==> config.mk <==
export PLATFORM = sky130hd
export DESIGN_NAME = gpio_irq_agg
export DESIGN_NICKNAME = d
export VERILOG_FILES = /design/src/rtl/gpio_irq_pkg.sv /design/src/rtl/gpio_irq_cfg.sv /design/src/rtl/gpio_irq_edge.sv /design/src/rtl/gpio_irq_lock.sv /design/src/rtl/gpio_irq_agg.sv
export SDC_FILE = /design/constraint.sdc
export NUM_CORES = 1
export LEC_CHECK = 0
export CORE_AREA = 2 2 85 87
export CTS_BUF_LIST = sky130_fd_sc_hd__clkbuf_8 sky130_fd_sc_hd__clkbuf_16
export CTS_CLUSTER_SIZE = 20
export DETAILED_ROUTE_END_ITERATION = 10
export DIE_AREA = 0 0 87 89
export DONT_BUFFER_PORTS = 1
export PLACE_DENSITY = 0.73
export SYNTH_ARGS = -nofsm -noshare
export SYNTH_HDL_FRONTEND = slang
export SYNTH_SLANG_ARGS = --single-unit
==> constraint.sdc <==
create_clock -name clk -period 1.67 [get_ports clk]
set_input_delay 0 -clock clk [delete_from_list [all_inputs] [get_ports clk]]
set_output_delay 0 -clock clk [all_outputs]
set_load 0.02 [all_outputs]
==> src/rtl/gpio_irq_pkg.sv <==
package gpio_irq_pkg;

    localparam int NUM_PORTS   = 2;
    localparam int PORT_W      = 8;
    localparam int NPINS       = NUM_PORTS * PORT_W;
    localparam int PORT_SEL_W  = (NUM_PORTS > 1) ? $clog2(NUM_PORTS) : 1;
    localparam int ADDR_W      = PORT_SEL_W + 1;
    localparam int SYNC_STAGES = 2;

    typedef enum logic {
        BANK_ENABLE   = 1'b0,
        BANK_POLARITY = 1'b1
    } bank_e;

    // Per-pin configuration as seen by the detector and the lockout logic.
    typedef struct packed {
        logic [NPINS-1:0] en;
        logic [NPINS-1:0] pol;
    } pin_cfg_t;

    // Per-pin view after synchronization.
    typedef struct packed {
        logic [NPINS-1:0] edge_hit;   // armed edge seen this cycle
        logic [NPINS-1:0] at_level;   // pin sits at its trigger level
    } pin_view_t;

    function automatic logic pick_edge(input logic pol, input logic rise, input logic fall);
        return pol ? rise : fall;
    endfunction

    function automatic logic pick_level(input logic pol, input logic lvl);
        return pol ? lvl : ~lvl;
    endfunction

endpackage

==> src/rtl/gpio_irq_cfg.sv <==
module gpio_irq_cfg
    import gpio_irq_pkg::*;
(
    input  logic              clk,
    input  logic              rst,
    input  logic              we,
    input  logic [ADDR_W-1:0] addr,
    input  logic [PORT_W-1:0] wdata,
    output pin_cfg_t          cfg
);

    bank_e                 bank;
    logic [PORT_SEL_W-1:0] port_sel;
    logic [PORT_W-1:0]     en_bank  [NUM_PORTS];
    logic [PORT_W-1:0]     pol_bank [NUM_PORTS];
    logic [NPINS-1:0]      en_flat;
    logic [NPINS-1:0]      pol_flat;

    assign bank     = bank_e'(addr[ADDR_W-1]);
    assign port_sel = addr[PORT_SEL_W-1:0];

    for (genvar p = 0; p < NUM_PORTS; p++) begin : g_port
        logic hit;
        assign hit = we && (port_sel == PORT_SEL_W'(p));

        always_ff @(posedge clk) begin
            if (rst) begin
                en_bank[p]  <= '0;
                pol_bank[p] <= '0;
            end else if (hit) begin
                case (bank)
                    BANK_ENABLE:   en_bank[p]  <= wdata;
                    BANK_POLARITY: pol_bank[p] <= wdata;
                    default: ;
                endcase
            end
        end

        assign en_flat[p*PORT_W +: PORT_W]  = en_bank[p];
        assign pol_flat[p*PORT_W +: PORT_W] = pol_bank[p];
    end

    assign cfg = '{en: en_flat, pol: pol_flat};

    AST_BANK_ISOLATION: assert property (@(posedge clk) disable iff (rst)
        (we && bank == BANK_ENABLE) |=> $stable(cfg.pol));

endmodule

==> src/rtl/gpio_irq_edge.sv <==
module gpio_irq_edge
    import gpio_irq_pkg::*;
(
    input  logic             clk,
    input  logic             rst,
    input  logic [NPINS-1:0] pins_i,
    input  logic [NPINS-1:0] pol,
    output pin_view_t        view
);

    logic [NPINS-1:0] hit_v;
    logic [NPINS-1:0] lvl_v;

    for (genvar i = 0; i < NPINS; i++) begin : g_pin
        logic [SYNC_STAGES-1:0] sync_q;
        logic                   prev_q;
        logic                   cur;

        always_ff @(posedge clk) begin
            if (rst) begin
                sync_q <= '0;
                prev_q <= 1'b0;
            end else begin
                sync_q <= {sync_q[SYNC_STAGES-2:0], pins_i[i]};
                prev_q <= sync_q[SYNC_STAGES-1];
            end
        end

        assign cur      = sync_q[SYNC_STAGES-1];
        assign hit_v[i] = pick_edge(pol[i], cur & ~prev_q, ~cur & prev_q);
        assign lvl_v[i] = pick_level(pol[i], cur);
    end

    assign view = '{edge_hit: hit_v, at_level: lvl_v};

endmodule

==> src/rtl/gpio_irq_lock.sv <==
module gpio_irq_lock
    import gpio_irq_pkg::*;
(
    input  logic             clk,
    input  logic             rst,
    input  pin_cfg_t         cfg,
    input  pin_view_t        view,
    output logic             irq_o,
    output logic [NPINS-1:0] holders
);

    logic [NPINS-1:0] cand;
    logic [NPINS-1:0] live;
    logic             free;

    assign cand = view.edge_hit & cfg.en;
    assign live = holders & cfg.en & view.at_level;
    assign free = (holders == '0);

    always_ff @(posedge clk) begin
        if (rst) begin
            holders <= '0;
            irq_o   <= 1'b0;
        end else begin
            irq_o <= free && (cand != '0);
            if (free) begin
                holders <= cand;
            end else if (live == '0) begin
                holders <= '0;
            end
        end
    end

    AST_SINGLE_CYCLE_PULSE: assert property (@(posedge clk) disable iff (rst)
        irq_o |=> !irq_o);

    AST_PULSE_TAKES_LOCK: assert property (@(posedge clk) disable iff (rst)
        irq_o |-> (holders != '0));

    AST_HELD_BLOCKS: assert property (@(posedge clk) disable iff (rst)
        (holders != '0 && live != '0) |=> !irq_o);

    AST_DISABLE_RELEASES: assert property (@(posedge clk) disable iff (rst)
        (holders != '0 && (holders & cfg.en) == '0) |=> (holders == '0));

endmodule

==> src/rtl/gpio_irq_agg.sv <==
module gpio_irq_agg
    import gpio_irq_pkg::*;
(
    input  logic              clk,
    input  logic              rst,
    input  logic [NPINS-1:0]  pins_i,
    input  logic              reg_we,
    input  logic [ADDR_W-1:0] reg_addr,
    input  logic [PORT_W-1:0] reg_wdata,
    input  logic              irq_ack,
    output logic              irq_o
);

    pin_cfg_t         cfg;
    pin_view_t        view;
    logic [NPINS-1:0] holders;

    gpio_irq_cfg u_cfg (
        .clk   (clk),
        .rst   (rst),
        .we    (reg_we),
        .addr  (reg_addr),
        .wdata (reg_wdata),
        .cfg   (cfg)
    );

    gpio_irq_edge u_edge (
        .clk    (clk),
        .rst    (rst),
        .pins_i (pins_i),
        .pol    (cfg.pol),
        .view   (view)
    );

    gpio_irq_lock u_lock (
        .clk     (clk),
        .rst     (rst),
        .cfg     (cfg),
        .view    (view),
        .irq_o   (irq_o),
        .holders (holders)
    );

    // The acknowledge path deliberately reaches no state.
    AST_ACK_KEEPS_ENABLES: assert property (@(posedge clk) disable iff (rst)
        (irq_ack && !reg_we) |=> $stable(cfg.en));

    AST_ACK_KEEPS_LOCK: assert property (@(posedge clk) disable iff (rst)
        (irq_ack && (holders & cfg.en & view.at_level) != '0 && !reg_we) |=> (holders != '0));

endmodule

---- Word-level counts from Yosys, hierarchy flattened ----
Memories as Yosys holds them, arrays and structs flattened.
Index checks and enable logic that the tools add are counted.
W data, S select, Z words.
storage, ports and cells
  ROM bits ................................ 0
  output and inout port bits .............. 1
  word-level logic and storage cells ...... 169
  flip-flop bits (word level) ............. 65
  latch bits .............................. 0
  memories ................................ 2
  bits in writable memories ............... 32
  bits of input ports ..................... 30
memory list
  name            depth  width  read ports  clocked after Yosys merged registers in  wr ports  RTL line            source
  u_cfg.en_bank   2      8      2           0                                        2         gpio_irq_cfg.sv:14  logic [PORT_W-1:0] en_bank [NUM_PORTS];
  u_cfg.pol_bank  2      8      2           0                                        2         gpio_irq_cfg.sv:15  logic [PORT_W-1:0] pol_bank [NUM_PORTS];
operators by class
  mux-type cells .......................... 54
  $lt $le $gt $ge ......................... 0
  shifts and indexed selects .............. 0
  bitwise logic cells ..................... 72
  divide/modulo/power cells ............... 0
  reductions and logical operators ........ 7
  $add $sub $neg .......................... 0
  $mul .................................... 0
  equality and inequality tests ........... 0
operator list
  cell                 number
  $and A16 B16 Y16     3
  $mux W1              48
  $not A1 Y1           33
  $and A1 B1 Y1        32
  $logic_not A16 Y1    2
  $mux W16             2
  $mux W8              4
  $reduce_bool A16 Y1  1
  $or A1 B1 Y1         4
  $logic_and A1 B1 Y1  3
  $reduce_bool A2 Y1   1

---- Longest topological paths before layout ----
  depth after elaboration ................. 6
  gate-level depth with buffers ........... 6
  depth with buffers taken out ............ 5

---- Hierarchy ----
From an unflattened synthesis, not the netlist that was laid out.
unflattened totals
  cell total of the unflattened synthesis .. 314
  area total of the unflattened synthesis .. 3,767.4 um2
by module, submodules not included
  module         area each (um2)  cells each  instances
  gpio_irq_edge  1,707.9          165         1
  gpio_irq_cfg   1,275.0          75          1
  gpio_irq_lock  784.5            74          1

---- Least setup slack after synthesis ----
No wires, ideal clock.
  path type ............................... reg2reg
  from .................................... memory u_cfg.pol_bank[1][0]
  to ...................................... register u_lock.holders[10]
  clock period less this slack ............ 1,611 ps
  setup time .............................. 129 ps
  data arrival time ....................... 1,481 ps
  required time ........................... 1,541 ps
  cell stages (with the launch flop) ...... 7
  setup slack ............................. 59 ps
  cells stage by stage .................... edfxtp_1 > xnor2_1 > nand3_1 > nand4_2 > o41ai_4 > buf_6 > o22ai_1
RTL lines
  element               RTL line             source
  start, declared       gpio_irq_cfg.sv:15
  end signal, assigned  gpio_irq_lock.sv:27  holders <= cand;
  end, declared         gpio_irq_lock.sv:9   output logic [NPINS-1:0] holders

==> summary.md <==
| Metric | Value |
|---|---|
| Status | `finished with violations` |
| Failing checks | `setup timing` |
| Post-DR vias/cell | `approximately 5.3` |
| Crit path DAT | `~1.9 ns` |
| Kind of critical path | `flip-flop to flip-flop` |
| Clock Skews | `roughly 0.014 ns` |
| Grt ovf | `0` |
| Crit start category | `flip-flop` |
| FF+latch count, synth | `between 90 and 100` |
| Vias in the first global route | `around 2400` |
| Core Area | `between 6000 and 7000 µm²` |
| CTS Buf Count | `9` |
| Post-Syn Area | `3710 µm²` |
| # port buffers | `0` |
| Uppermost layer routed | `met4` |
| Area Growth Syn to Fin | `17.9%` |
| Maxcap violations | `0` |
| Max-slew headroom | `0.561` |
| Die area | `around 7700 µm²` |
| Register share of total power | `0.613` |
| Routability congestion estimate from global placement | `about 0.9` |
| Die H | `just under 90 µm` |
| # setup viols final | `3` |
| Clk network pwr share | `0.311` |
| DRT Wirelength | `between 7000 and 8000 µm` |
| Switching Fraction | `0.238` |
| Internal Power | `~3.3 mW` |
| Commonest cells in the netlist | `dfxtp_1, nor2b_1, and2_1, edfxtp_1, o21ai_0` |
| Initial antenna violation count | `0` |
| Fmax | `just under 0.6 GHz` |
| Final cycle utilization of the critical path | `1.00` |
| Register area share after synthesis | `0.610` |
| Htree depth | `3` |
| Starting DRT DRC Count | `about 120` |
| Clock slew at the register clock pins of the worst setup and hold paths | `roughly 0.1 ns` |
| Unrepaired setup endpoints after global routing | `true` |
| Routed via count | `roughly 2400` |
| Syn_area_per_cell | `~11 µm²` |
| Antenna viol nets, final | `0` |
| Sw power | `1.02 mW` |
| Placement Rows | `30` |
| Combinational share of power | `0.076` |
| Leakage | `approximately 1.6 nW` |
| Ys Warns | `0` |
| Clock Sinks | `97` |
| Dpl ws | `around 0.024 ns` |
| Critical path endpoint category | `flip-flop` |
| Final Hold Viols | `0` |
| Total track usage | `0.209` |
| Cell taking the most area after synthesis | `dfxtp_1` |
| Initial Util | `0.552` |
| Total Power | `roughly 4.3 mW` |
| M1 wire length | `3390 µm` |
| Worst min-delay path category | `input port to flip-flop` |
| Max-slew violations | `0` |
| Pin count of the biggest net entering global routing | `49` |
| Layout Nets | `402` |
| Max FO, Critical Path | `8` |
| Synth area leaders | `dfxtp_1, edfxtp_1, nor2b_1` |
| Share of layout cells above drive strength 1 | `0.0928` |
| Post-Synthesis Cells | `326` |
| Post-route setup slack | `-0.00619 ns` |
| DR WL met3 | `between 300 and 400 µm` |
| Worst vdd ir | `0.763 mV` |
| Crit path required time | `about 1.9 ns` |
| Synth cell types | `22` |
| Mapped Nets | `about 360` |
| Die width | `between 80 and 90 µm` |
| Top_reg_cell synth | `dfxtp_1` |
| ANT cells | `0` |
| Clock Latency Late Sink | `about 0.37 ns` |
| DRC Markers | `0` |
| Synth top area share | `0.351` |
| First-pass GRT wire length | `11900 µm` |
| Deepest clock path buffer count | `2` |
| Count leader, synth | `dfxtp_1` |
| Crit path time final | `approximately 1.7 ns` |
| Post-synth ARST share | `0` |
| Worst hold margin | `between 0.04 and 0.05 ns` |
| WL per Instance | `between 15 and 20 µm` |
| DRT Pass-1 Iters | `4` |
| DR WL met2 | `about 3500 µm` |
| I/O Pins | `31` |
| Power per cell area | `~980 nW/µm²` |
| Worst Tran Pin Value | `~0.66 ns` |
| EDFF count, synth | `32` |
| Post-DP HPWL | `roughly 5000 µm` |
| CTS tree | `done` |
| Root buffer cell | `clkbuf_8` |
-- through the flow --
stage	instance area, µm²	setup TNS (ns)	utilization	cells
6_report	4370	-0.0128	0.650	457
5_1_grt	4370	-1.23	0.650	457
3_5_place_dp	3860	0	0.575	411
3_3_place_gp	3860	0	0.575	411
4_1_cts	4320	0	0.643	455
2_1_floorplan	3710	0	-	326
-- kinds of logic after synthesis --
group                  share of synthesized area
AO/OA/AOI/OAI                             0.0614
XOR/XNOR                                  0.0378
buffers and inverters                     0.0277
flip-flops                                 0.610
AND/OR/NAND/NOR                            0.263
-- layer usage --
metal,vias up,GRT usage
li1,1225,-
met1,1162,0.267
met3,10,0.0665
met4,0,0.0653
met5,-,0
met2,46,0.339
-- layout make-up --
cell class                      instances  area (µm²)
Fill cell                             533        2350
Clock inverter                          7        46.3
Multi-Input combinational cell        204        1370
Timing Repair Buffer                   42         403
Tap cell                               80         100
Clock buffer                            9         124
Sequential cell                        97        2260
Inverter                               18        67.6
-- final timing paths --
kind	from	endpoint	slack [ns]	depth (start not counted)
worst max-delay path	u_cfg.pol_bank[1][5]	u_lock.holders[5]	-0.006	6
worst min-delay path	reg_addr[0]	u_cfg.pol_bank[0][4]	0.05	2
worst max register to register	u_cfg.pol_bank[1][5]	u_lock.holders[5]	-0.006	6
worst min register to register	u_edge.g_pin[12].sync_q[0]	u_edge.g_pin[12].sync_q[1]	0.44	1
-- sequential cells by signal, summed over array words and instances (netlist names) --
name,cells
u_edge.g_pin.prev_q,16
u_lock.holders,16
u_lock.irq_o,1
u_edge.g_pin.sync_q,32
u_cfg.pol_bank,16
u_cfg.en_bank,16
-- worst max-delay path: stages (launching register included) --
cell      delay (ns)
edfxtp_1        0.43
xnor2_1         0.15
nand3_1         0.12
nand4_2         0.15
o41ai_4         0.43
buf_6           0.19
o22ai_1         0.08
-- cell usage in the layout (no fill, tap or decap), types with 12 or more instances in the layout --
| master | n |
|---|---|
| dfxtp_1 | 65 |
| nor2b_1 | 48 |
| and2_1 | 32 |
| edfxtp_1 | 32 |
| dlygate4sd3_1 | 27 |
| inv_1 | 19 |
| o21ai_0 | 17 |
| nor3b_1 | 16 |
| and3b_1 | 16 |
| xnor2_1 | 16 |
| nand3_1 | 16 |
| o22ai_1 | 13 |
| buf_4 | 12 |
-- power by group through the flow --
stage          clock, mW  combinational, mW  sequential, mW
6_report            1.33              0.325            2.63
5_1_grt             1.45              0.354            2.64
4_1_cts             1.36              0.314            2.63
3_5_place_dp           0              0.231            2.68
3_3_place_gp           0              0.227            2.67
2_1_floorplan          0              0.180            2.66
-- what timing repair did --
item                       CTS  global route
hold buffers                28             0
setup buffers                0             2
setup endpoints to repair    0            17
hold endpoints to repair    80             0
resized for setup            0             9
Power figures use the tool's default switching activity.
